==> src/rtl/scan_map_pkg.sv <==
package scan_map_pkg;
    localparam int ROW_W     = 7;
    localparam int FULL_ROWS = 65;
    localparam int MID_ROWS  = 49;
    localparam int LOW_ROWS  = 33;
    localparam int ICON_ROW  = 64;
    // worst-case subtractions needed to fold a pointer below the graphic row count
    localparam int SUB_STEPS = (2 ** ROW_W) / (LOW_ROWS - 1) + 1;

    typedef enum logic [1:0] {
        ST_IDLE = 2'd0,
        ST_SCAN = 2'd1,
        ST_ICON = 2'd2
    } scan_state_e;

    typedef struct packed {
        logic [ROW_W-1:0] rows;   // slots per frame
        logic [ROW_W-1:0] gfx;    // scrolled graphic rows
        logic [ROW_W-1:0] start;  // pointer folded modulo gfx
        logic             rev;
        logic             icon;
    } frame_cfg_t;
endpackage

==> src/rtl/scan_map_geom.sv <==
module scan_map_geom
    import scan_map_pkg::*;
(
    input  logic [1:0]       mux_sel,
    input  logic [ROW_W-1:0] scroll_ptr,
    input  logic             dir_rev,
    input  logic             icon_en,
    output frame_cfg_t       cfg
);
    logic [ROW_W-1:0] rows_w;
    logic [ROW_W-1:0] gfx_w;
    logic [ROW_W-1:0] rem_w;

    always_comb begin
        unique case (mux_sel)
            2'd1:    rows_w = ROW_W'(MID_ROWS);
            2'd2:    rows_w = ROW_W'(LOW_ROWS);
            default: rows_w = ROW_W'(FULL_ROWS);
        endcase
        gfx_w = icon_en ? (rows_w - ROW_W'(1)) : rows_w;
        rem_w = scroll_ptr;
        for (int k = 0; k < SUB_STEPS; k++) begin
            if (rem_w >= gfx_w) rem_w = rem_w - gfx_w;
        end
    end

    assign cfg = '{rows: rows_w, gfx: gfx_w, start: rem_w, rev: dir_rev, icon: icon_en};
endmodule

==> src/rtl/scan_map_seq.sv <==
module scan_map_seq
    import scan_map_pkg::*;
(
    input  logic             clk,
    input  logic             rst_n,
    input  logic             row_tick,
    input  frame_cfg_t       cfg_in,
    output logic [ROW_W-1:0] mem_row,
    output logic [ROW_W-1:0] drv_idx,
    output logic             frame_start
);
    localparam logic [ROW_W-1:0] ONE = ROW_W'(1);

    scan_state_e      state_q, state_d;
    logic [ROW_W-1:0] slot_q, slot_d;
    frame_cfg_t       cfg_q, cfg_d;
    logic             new_frame;
    logic [ROW_W-1:0] mem_d, drv_d;

    // next-state process
    always_comb begin
        state_d   = state_q;
        slot_d    = slot_q;
        cfg_d     = cfg_q;
        new_frame = 1'b0;
        if (row_tick) begin
            unique case (state_q)
                ST_IDLE: new_frame = 1'b1;
                ST_SCAN: new_frame = (slot_q == cfg_q.rows - ONE);
                ST_ICON: new_frame = 1'b1;
                default: new_frame = 1'b1;
            endcase
            if (new_frame) begin
                cfg_d   = cfg_in;
                slot_d  = '0;
                state_d = ST_SCAN;
            end else begin
                slot_d  = slot_q + ONE;
                state_d = (cfg_q.icon && (slot_d == cfg_q.rows - ONE)) ? ST_ICON : ST_SCAN;
            end
        end
    end

    // output values for the slot being entered
    always_comb begin
        if (new_frame)                mem_d = cfg_in.start;
        else if (state_d == ST_ICON)  mem_d = ROW_W'(ICON_ROW);
        else if (mem_row + ONE == cfg_q.gfx) mem_d = '0;
        else                          mem_d = mem_row + ONE;
        drv_d = cfg_d.rev ? (cfg_d.rows - ONE - slot_d) : slot_d;
    end

    // state register
    always_ff @(posedge clk) begin
        if (!rst_n) begin
            state_q <= ST_IDLE;
            slot_q  <= '0;
            cfg_q   <= '0;
        end else begin
            state_q <= state_d;
            slot_q  <= slot_d;
            cfg_q   <= cfg_d;
        end
    end

    // output register
    always_ff @(posedge clk) begin
        if (!rst_n) begin
            mem_row     <= '0;
            drv_idx     <= '0;
            frame_start <= 1'b0;
        end else if (row_tick) begin
            mem_row     <= mem_d;
            drv_idx     <= drv_d;
            frame_start <= new_frame;
        end
    end

    p_idle_zero_r1: assert property (@(posedge clk) disable iff (!rst_n)
        state_q == ST_IDLE |-> (mem_row == '0 && drv_idx == '0 && !frame_start));
    p_start_slot0_r2: assert property (@(posedge clk) disable iff (!rst_n)
        frame_start |-> (slot_q == '0 && state_q == ST_SCAN));
    p_drv_range_r5: assert property (@(posedge clk) disable iff (!rst_n)
        state_q != ST_IDLE |-> drv_idx < cfg_q.rows);
    p_mem_range_r4: assert property (@(posedge clk) disable iff (!rst_n)
        state_q == ST_SCAN |-> mem_row < cfg_q.gfx);
    p_icon_row_r6: assert property (@(posedge clk) disable iff (!rst_n)
        state_q == ST_ICON |-> (mem_row == ROW_W'(ICON_ROW) && cfg_q.icon));
    p_hold_r8: assert property (@(posedge clk) disable iff (!rst_n)
        !row_tick |=> ($stable(mem_row) && $stable(drv_idx) && $stable(frame_start)));
    p_cfg_frozen_r7: assert property (@(posedge clk) disable iff (!rst_n)
        (row_tick && !frame_start && state_q == ST_SCAN && slot_q != cfg_q.rows - ONE) |=> $stable(cfg_q));
endmodule

==> src/rtl/scroll_scan_mapper.sv <==
module scroll_scan_mapper
    import scan_map_pkg::*;
(
    input  logic             clk,
    input  logic             rst_n,
    input  logic             row_tick,
    input  logic [ROW_W-1:0] scroll_ptr,
    input  logic [1:0]       mux_sel,
    input  logic             dir_rev,
    input  logic             icon_en,
    output logic [ROW_W-1:0] mem_row,
    output logic [ROW_W-1:0] drv_idx,
    output logic             frame_start
);
    frame_cfg_t next_cfg;

    scan_map_geom u_geom (
        .mux_sel    (mux_sel),
        .scroll_ptr (scroll_ptr),
        .dir_rev    (dir_rev),
        .icon_en    (icon_en),
        .cfg        (next_cfg)
    );

    scan_map_seq u_seq (
        .clk         (clk),
        .rst_n       (rst_n),
        .row_tick    (row_tick),
        .cfg_in      (next_cfg),
        .mem_row     (mem_row),
        .drv_idx     (drv_idx),
        .frame_start (frame_start)
    );
endmodule

==> config.mk <==
export PLATFORM = sky130hd
export DESIGN_NAME = scroll_scan_mapper
export DESIGN_NICKNAME = d
export VERILOG_FILES = /design/src/rtl/scan_map_pkg.sv /design/src/rtl/scan_map_geom.sv /design/src/rtl/scan_map_seq.sv /design/src/rtl/scroll_scan_mapper.sv
export SDC_FILE = /design/constraint.sdc
export NUM_CORES = 1
export LEC_CHECK = 0
export BUFFER_PORTS_ARGS = -buffer_cell sky130_fd_sc_hd__buf_4
export CORE_MARGIN = 2
export CORE_UTILIZATION = 45
export CTS_CLUSTER_SIZE = 24
export DETAILED_ROUTE_END_ITERATION = 16
export PLACE_DENSITY_LB_ADDON = 0.2
export SKIP_CTS_REPAIR_TIMING = 1
export SLEW_MARGIN = 10
export SYNTH_ARGS = -nofsm -noshare
export SYNTH_HDL_FRONTEND = slang
export SYNTH_HIERARCHICAL = 1
export SYNTH_SLANG_ARGS = --single-unit
==> constraint.sdc <==
create_clock -name clk -period 17.38 [get_ports clk]
set_clock_uncertainty 0.2 [all_clocks]
set_input_delay 4.345 -clock clk [delete_from_list [all_inputs] [get_ports clk]]
set_output_delay 4.345 -clock clk [all_outputs]
set_load 0.05 [all_outputs]
* Word level (Yosys, flattened, before mapping)
Index checks and enable logic that the tools add are counted.
** Storage, ports and cells
- Input bits :: 14
- Memory bits (writable) :: 0
- Output and inout bits :: 15
- Memory bits (read-only) :: 0
- Flip-flop bits (word level) :: 47
- Memories kept :: 0
- Bits in latches :: 0
- Word-level logic and storage cells :: 56
** Operators by class
- Equality and inequality tests :: 7
- Multiplexer cells :: 21
- Add/subtract/negate cells :: 11
- $lt $le $gt $ge :: 5
- Reductions and logical operators :: 2
- Shift-type cells :: 0
- Div/mod/pow operators :: 0
- Bitwise logic cells :: 0
- Multipliers :: 0
** Operators with widths (number)
- 7-bit 2-to-1 mux :: 12
- 23-bit 2-to-1 mux :: 2
- 7-bit subtractor :: 6
- 7-bit greater-or-equal comparator :: 5
- 7-bit equality test :: 3
- 7-bit by 1-bit subtractor with 7-bit output, second input constant :: 3
- 7-bit by 1-bit adder with 7-bit output, second input constant :: 2
- 7-bit one-hot mux with 2 select lines :: 1
- 2-bit 2-to-1 mux :: 3
- 2-bit by 1-bit equality test with 1-bit output, second input constant :: 2
- 2-bit equality test, second input constant :: 2
- 1-bit 2-to-1 mux :: 3
- 2-bit AND reduction :: 1
- 1-bit logical AND :: 1

* Logic depth before layout (Yosys ltp)
Gate-level depths: netlist of run 1.
- Word-level depth :: 19
- Depth in mapped cells :: 50
- Mapped depth without buffers :: 46

* Hierarchy
The synthesis of run 1 kept the hierarchy.
** By module, submodules not included
- scan_map_seq :: instances 1, area each 2601.2 um^2, cells an instance 309, seq. area each 800.8 um^2
- scan_map_geom :: instances 1, area each 2462.4 um^2, cells an instance 339, seq. area each 0.0 um^2

* Worst setup path after synthesis of run 1
OpenSTA, ideal clock, no wires.
- Kind :: input port to flip-flop
- Start point :: input port mux_sel[1]
- End point :: register u_seq.mem_row[4]
- Arrival :: 13.037 ns
- Path slack :: 4.010 ns
- Data required time :: 17.047 ns
- Stages on the path :: 44
- Path through :: inv_1 ha_1 buf_2 inv_2 ha_1 a31o_2 a21o_1 o22ai_2 buf_2 nor2_1 a21oi_1 ha_1 or3b_2 a211o_1 o21ai_4 o211ai_4 o31ai_4 a21o_1 [8 not listed] o21ai_2 o21ai_2 mux2_2 ha_1 and3_4 nand3b_4 a41o_1 nor2_1 mux2_2 ha_1 nand2_1 or4b_4 nand3_2 a21o_4 nand2_4 mux2_4 a22oi_1 o221ai_1
** RTL lines
- start: declaration :: line scroll_scan_mapper.sv:8 : input logic [1:0] mux_sel,
- end signal: assignment :: line scan_map_seq.sv:73 : mem_row <= mem_d;
- end: declaration :: line scan_map_seq.sv:8 : output logic [ROW_W-1:0] mem_row,

==> results.cfg, run 1 <==
[worst_setup_path]
crit-reg2reg-launch = u_seq/cfg_q[16]
cp.required_ns = 17.34
cp_common_cell = ha_1
slowest_delay_ns = 0.78
cp.arrival_ns = 14.72
r2r_cells = 18
r2r_end = u_seq/drv_idx[6]
startpoint = mux_sel[0]
cpMaxStageDelayCell = a311oi_2
crit_end = u_seq/mem_row[4]
critPathLaunchType = primary input
cp-end-kind = flop
cp_max_fo = 32
critPathKind = primary input to flop
r2r_slack_ns = 12.52

[sta]
min_period_ns = 14.77
finalSetupTns_ns = 0
max_slew.worst_pin.slew_ns = 1.07
finalHoldViolations = 0
slew_headroom_pct = 28.1
fmax_ghz = 0.0677
slew_viol_final = 0
rsz0062_at_grt = no
period_share_pct = 85.0
setup_viol = 0

[power]
clockPowerShare_pct = 10.8
leakage_uw = 0.00209
power.density_mw_per_mm2 = 113
pwr-share-comb_pct = 70.9
max-vdd-ir-drop_mv = 0.0484
p_total_uw = 605
p_sw_uw = 309
swShare_pct = 51.0
p_seq_share_pct = 18.3
internal-power_uw = 296

[synthesis]
async_reset_ff_share_pct = 0
synth_edf_count = 0
ys.flop_type = dfxtp_1
synth_top_cell_by_area = dfxtp_1
avgSynthCellArea_sq_um = 7.81
yosysUniqueCellTypes = 97
ys_seq_elements = 40
syn_area_sq_mm = 0.00506
synthTopCellsByArea = dfxtp_1 16%, ha_1 6.4%, xnor2_1 5.9%, nor2_1 4.7%, a21oi_1 4.0%
synth_top_area_share_pct = 15.8
netlist_instances = 648
ys_warn_count = 6
yosysSeqAreaShare_pct = 15.8

[floorplan]
core_area_sq_mm = 0.0109
ioPinCount = 29
die_area_sq_mm = 0.0121
start_util_pct = 46.5
die_h_um = 110
die_x_um = 110
rows = 38

[grt]
top_usage_layer = met2
grt_util_met1_pct = 30.8
grt_pass1_wl_um = 21500
grtUsageTotal_pct = 22.0
grt_max_degree = 33
met3_usage_pct = 4.59
overflow = 0
grt_pass1_vias = 4416
met2_usage_pct = 35.1
antenna_found_initial = 0

[cts]
clkTransAtPathRegs_ns = 0.09
root_buffer = clkbuf_8
cts_sinks = 40
clk_latency_ns = 0.31
cts_buffers = 5
clockBufferDepth = 2
ctsHtreeMaxLevel = 2
cts_tree = done

[drt]
drtIter0Drc = 301
wirelength_um = 13100
drc_errors = 0
via_per_inst = 5.99
first_pass_iters = 5
vias = 4716
wl_per_cell_um = 16.6
antenna_left = 0

[finish]
final_nets = 687
final_cells = 787
final_common_cell = nor2_1
fillers = 1043
drive_gt1_share_pct = 15.3
final_cell_mix = 63 x nor2_1, 48 x nand2_1, 40 x a21oi_1, 40 x dfxtp_1, 34 x xnor2_1
insertedDiodeCount = 0
syn_to_final_growth_pct = 5.54

[job]
cap_violations = 0

[placed_design]
dp.cells = 779
place_hpwl_um = 9940
gp_congestion = 0.956
io_buffer_count = 28

[status]
status = completed

[min_path]
hold_path.class = flop to flop
synthesized netlist by cell type (6+ instances only):
| library cell | n |
|---|---|
| nor2_1 | 63 |
| nand2_1 | 48 |
| a21oi_1 | 40 |
| dfxtp_1 | 40 |
| xnor2_1 | 34 |
| ha_1 | 26 |
| o21ai_0 | 25 |
| nand3_1 | 24 |
| inv_1 | 23 |
| clkbuf_1 | 22 |
| mux2i_1 | 19 |
| xor2_1 | 18 |
| nor3_1 | 17 |
| and2_1 | 14 |
| buf_4 | 13 |
| mux2_2 | 11 |
| a31oi_1 | 10 |
| buf_2 | 10 |
| o211ai_1 | 10 |
| nand2b_1 | 9 |
| a211oi_1 | 8 |
| o21a_1 | 8 |
| a21o_1 | 7 |
| and3_1 | 6 |
power by group through the flow:
stage | logic [uW] | clock network, uW | registers (uW)
4_1_cts | 424 | 67.7 | 110
5_1_grt | 471 | 71.3 | 112
6_report | 429 | 65.6 | 111
3_5_place_dp | 422 | 0 | 113
3_3_place_gp | 416 | 0 | 112
2_1_floorplan | 328 | 0 | 128
critical path: cells and delay by family:
kind | cells | cell delay (ns)
buffers and inverters | 4 | 0.70
adder cells (fa/ha/maj) | 6 | 1.88
multiplexers | 3 | 1.12
AO/OA/AOI/OAI | 19 | 4.71
AND/OR/NAND/NOR | 10 | 1.96
per-layer routing:
| metal | wire [um] | part of all wire, % |
|---|---|---|
| met4 | 171 | 1.3 |
| met3 | 601 | 4.6 |
| met5 | 0 | 0 |
| met2 | 6000 | 46 |
| met1 | 6300 | 48 |
registers in the layout, summed over array words and instances, names as in the netlist:
name               cells
u_seq/slot_q           7
u_seq/cfg_q           16
u_seq/mem_row          7
u_seq/state_q          2
u_seq/frame_start      1
u_seq/drv_idx          7
cell type report:
class,count,area [sq um],area share (%)
clock buffers,5,68.8,1.29
clock inverters,3,18.8,0.351
inverters,24,90.1,1.69
multi-input cells,543,3950,73.9
flip-flops and latches,40,801,15.0
well taps,140,175,3.28
repair buffers,32,240,4.50
worst min-delay path by stage:
stage / endpoint / depth (start not counted) / slack, ns / start
floorplan: u_seq/cfg_q[0] / 2 / 0.26 / u_seq/cfg_q[0]
global placement: u_seq/state_q[0] / 2 / 0.28 / u_seq/state_q[0]
detailed placement: u_seq/frame_start / 2 / 0.29 / u_seq/frame_start
CTS: u_seq/state_q[0] / 2 / 0.31 / u_seq/state_q[0]
global route: u_seq/drv_idx[6] / 2 / 0.33 / u_seq/drv_idx[6]
finish: u_seq/frame_start / 2 / 0.31 / u_seq/frame_start
kinds of logic after synthesis:
family	count (synthesis)	share of synthesized area (%)
AOI/OAI and AO/OA	195	29.9
xor gates and xnor gates	54	9.88
adders and majority gates	29	7.22
buffers and inverters	70	6.55
DFF	40	15.8
muxes	31	6.50
other	2	0.148
and+or+nand+nor	227	24.0
stage by stage:
step	utilization [%]	hold WS, ns	setup slack, ns	area [sq um]
5_1_grt	49.1	0.334	1.89	5340
4_1_cts	49.1	0.311	2.78	5340
3_5_place_dp	48.3	0.289	2.48	5260
6_report	49.1	0.309	2.61	5340
3_3_place_gp	48.3	0.283	2.82	5260
2_1_floorplan	-	0.260	4.01	5080
Power figures use the tool's default switching activity.
==> run 2: changes to the inputs <==
==> constraint.sdc (replaced) <==
create_clock -name clk -period 12 [get_ports clk]
set_clock_uncertainty 0.2 [all_clocks]
set_input_delay 3 -clock clk [delete_from_list [all_inputs] [get_ports clk]]
set_output_delay 3 -clock clk [all_outputs]
set_load 0.05 [all_outputs]
==> run 2 against run 1 <==
  * Via count grew 3.7%
  * Hold slack lost 0.014 ns
  * Final area grew 3.3%
  * Global-route usage grew 0.21 points
  * Critical path depth shrank 3
  * Largest cell class unchanged
==> results.cfg, run 2 (synthesis gave the netlist of run 1 again) <==
[floorplan]
ioPinCount = 29
rows = 38
core_area_sq_mm = 0.0109
die_h_um = 110
die_area_sq_mm = 0.0121
die_x_um = 110
start_util_pct = 46.5

[cts]
clkTransAtPathRegs_ns = 0.08
cts_buffers = 5
cts_tree = done
clk_latency_ns = 0.29
ctsHtreeMaxLevel = 2
root_buffer = clkbuf_8
cts_sinks = 40
clockBufferDepth = 2

[sta]
finalHoldViolations = 0
setup_viol = 0
max_slew.worst_pin.slew_ns = 1.10
slew_viol_final = 0
fmax_ghz = 0.0858
period_share_pct = 97.1
min_period_ns = 11.65
slew_headroom_pct = 25.7

[drt]
via_per_inst = 6.09
drtIter0Drc = 291
wirelength_um = 13400
first_pass_iters = 5
wl_per_cell_um = 16.7
vias = 4892
drc_errors = 0
antenna_left = 0

[grt]
overflow = 0
antenna_found_initial = 0
grtUsageTotal_pct = 22.2
grt_pass1_vias = 4517
grt_max_degree = 32
grt_pass1_wl_um = 21800

[finish]
final_cell_mix = 62 x nor2_1, 48 x buf_4, 48 x nand2_1, 40 x dfxtp_1, 39 x a21oi_1
fillers = 1047
insertedDiodeCount = 0
final_nets = 703
max_flop_register = u_seq/cfg_q
final_common_cell = nor2_1
fin_area_sq_mm = 0.00552
largest_register_ff_count = 16
syn_to_final_growth_pct = 9.02
drive_gt1_share_pct = 17.9
utilization_pct = 50.7

[power]
clockPowerShare_pct = 11.9
p_seq_share_pct = 17.2
pwr-share-comb_pct = 70.8
leakage_uw = 0.00217
swShare_pct = 48.9
power.density_mw_per_mm2 = 168
internal-power_uw = 474
p_sw_uw = 453
max-vdd-ir-drop_mv = 0.0941

[worst_setup_path]
cp_common_cell = ha_1
cp-end-kind = flop
cp.arrival_ns = 11.60
slowest_delay_ns = 0.50
r2r_slack_ns = 7.14
cpMaxStageDelayCell = or4b_4
cp.required_ns = 11.95
cp_max_fo = 12
crit-reg2reg-launch = u_seq/cfg_q[16]
startpoint = mux_sel[0]
critPathLaunchType = primary input
critPathKind = primary input to flop

[placed_design]
io_buffer_count = 28
post_dp_cell_area_sq_mm = 0.00536
place_hpwl_um = 10200
gp_congestion = 0.958

[status]
status = completed

[min_path]
hold_path.class = flop to flop
hold_start = u_seq/state_q[0]

[job]
cap_violations = 0
## run 2: cell types whose count changed in the layout (fill, tap and decap cells not counted), moves of 2 or more
cell,previous run,this run
buf_4,32,48
o21ai_4,1,3
o21ai_2,4,2
ha_1,26,24
ha_2,0,2
## run 2: path summary, 6_finish.rpt
check                     endpoint  cells after the start
setup / recovery  u_seq/mem_row[4]                     39
hold / removal    u_seq/state_q[0]                      2
hold reg to reg   u_seq/state_q[0]                      2
setup reg to reg  u_seq/drv_idx[6]                     15
## run 2: area by class of cell
type	instances	area (sq um)	share of cell area [%]
Sequential cell	40	801	14.5
Timing Repair Buffer	48	360	6.53
Tap cell	140	175	3.17
Clock inverter	2	35.0	0.635
Clock buffer	6	72.6	1.31
Inverter	24	90.1	1.63
Multi-Input combinational cell	543	3990	72.2
## run 2: layer usage
metal | routed length [um] | global-route usage [%] | vias to the layer above
li1 | - | - | 2421
met1 | 6420 | 31.1 | 2307
met2 | 6120 | 36.0 | 132
met3 | 589 | 2.47 | 32
met4 | 267 | 6.42 | 0
met5 | 0 | 0 | -
## run 2: power by group through the flow
stage | Combinational [uW] | Clock, uW | Sequential, uW
after CTS | 630 | 112 | 160
after global routing | 714 | 118 | 162
after detailed placement | 626 | 0 | 163
after global placement | 615 | 0 | 162
after floorplan | 477 | 0 | 185
final | 657 | 111 | 160
## run 2: critical path: cells and delay by family
| family | cells | cell delay (ns) |
|---|---|---|
| AOI/OAI and AO/OA | 17 | 3.17 |
| adders and majority gates | 6 | 1.64 |
| buffers and inverters | 3 | 0.54 |
| muxes | 4 | 1.38 |
| and+or+nand+nor | 9 | 1.84 |
## run 2: stage by stage
step	power, uW	worst slack, ns	hold WS [ns]	std cells	setup TNS [ns]
floorplan	662	0.0516	0.260	653	0
global placement	777	0.132	0.286	792	0
detailed placement	789	-0.130	0.286	792	-0.174
CTS	901	0.165	0.300	800	0
finish	928	0.351	0.295	803	0
global route	994	-0.0109	0.342	803	-0.0109
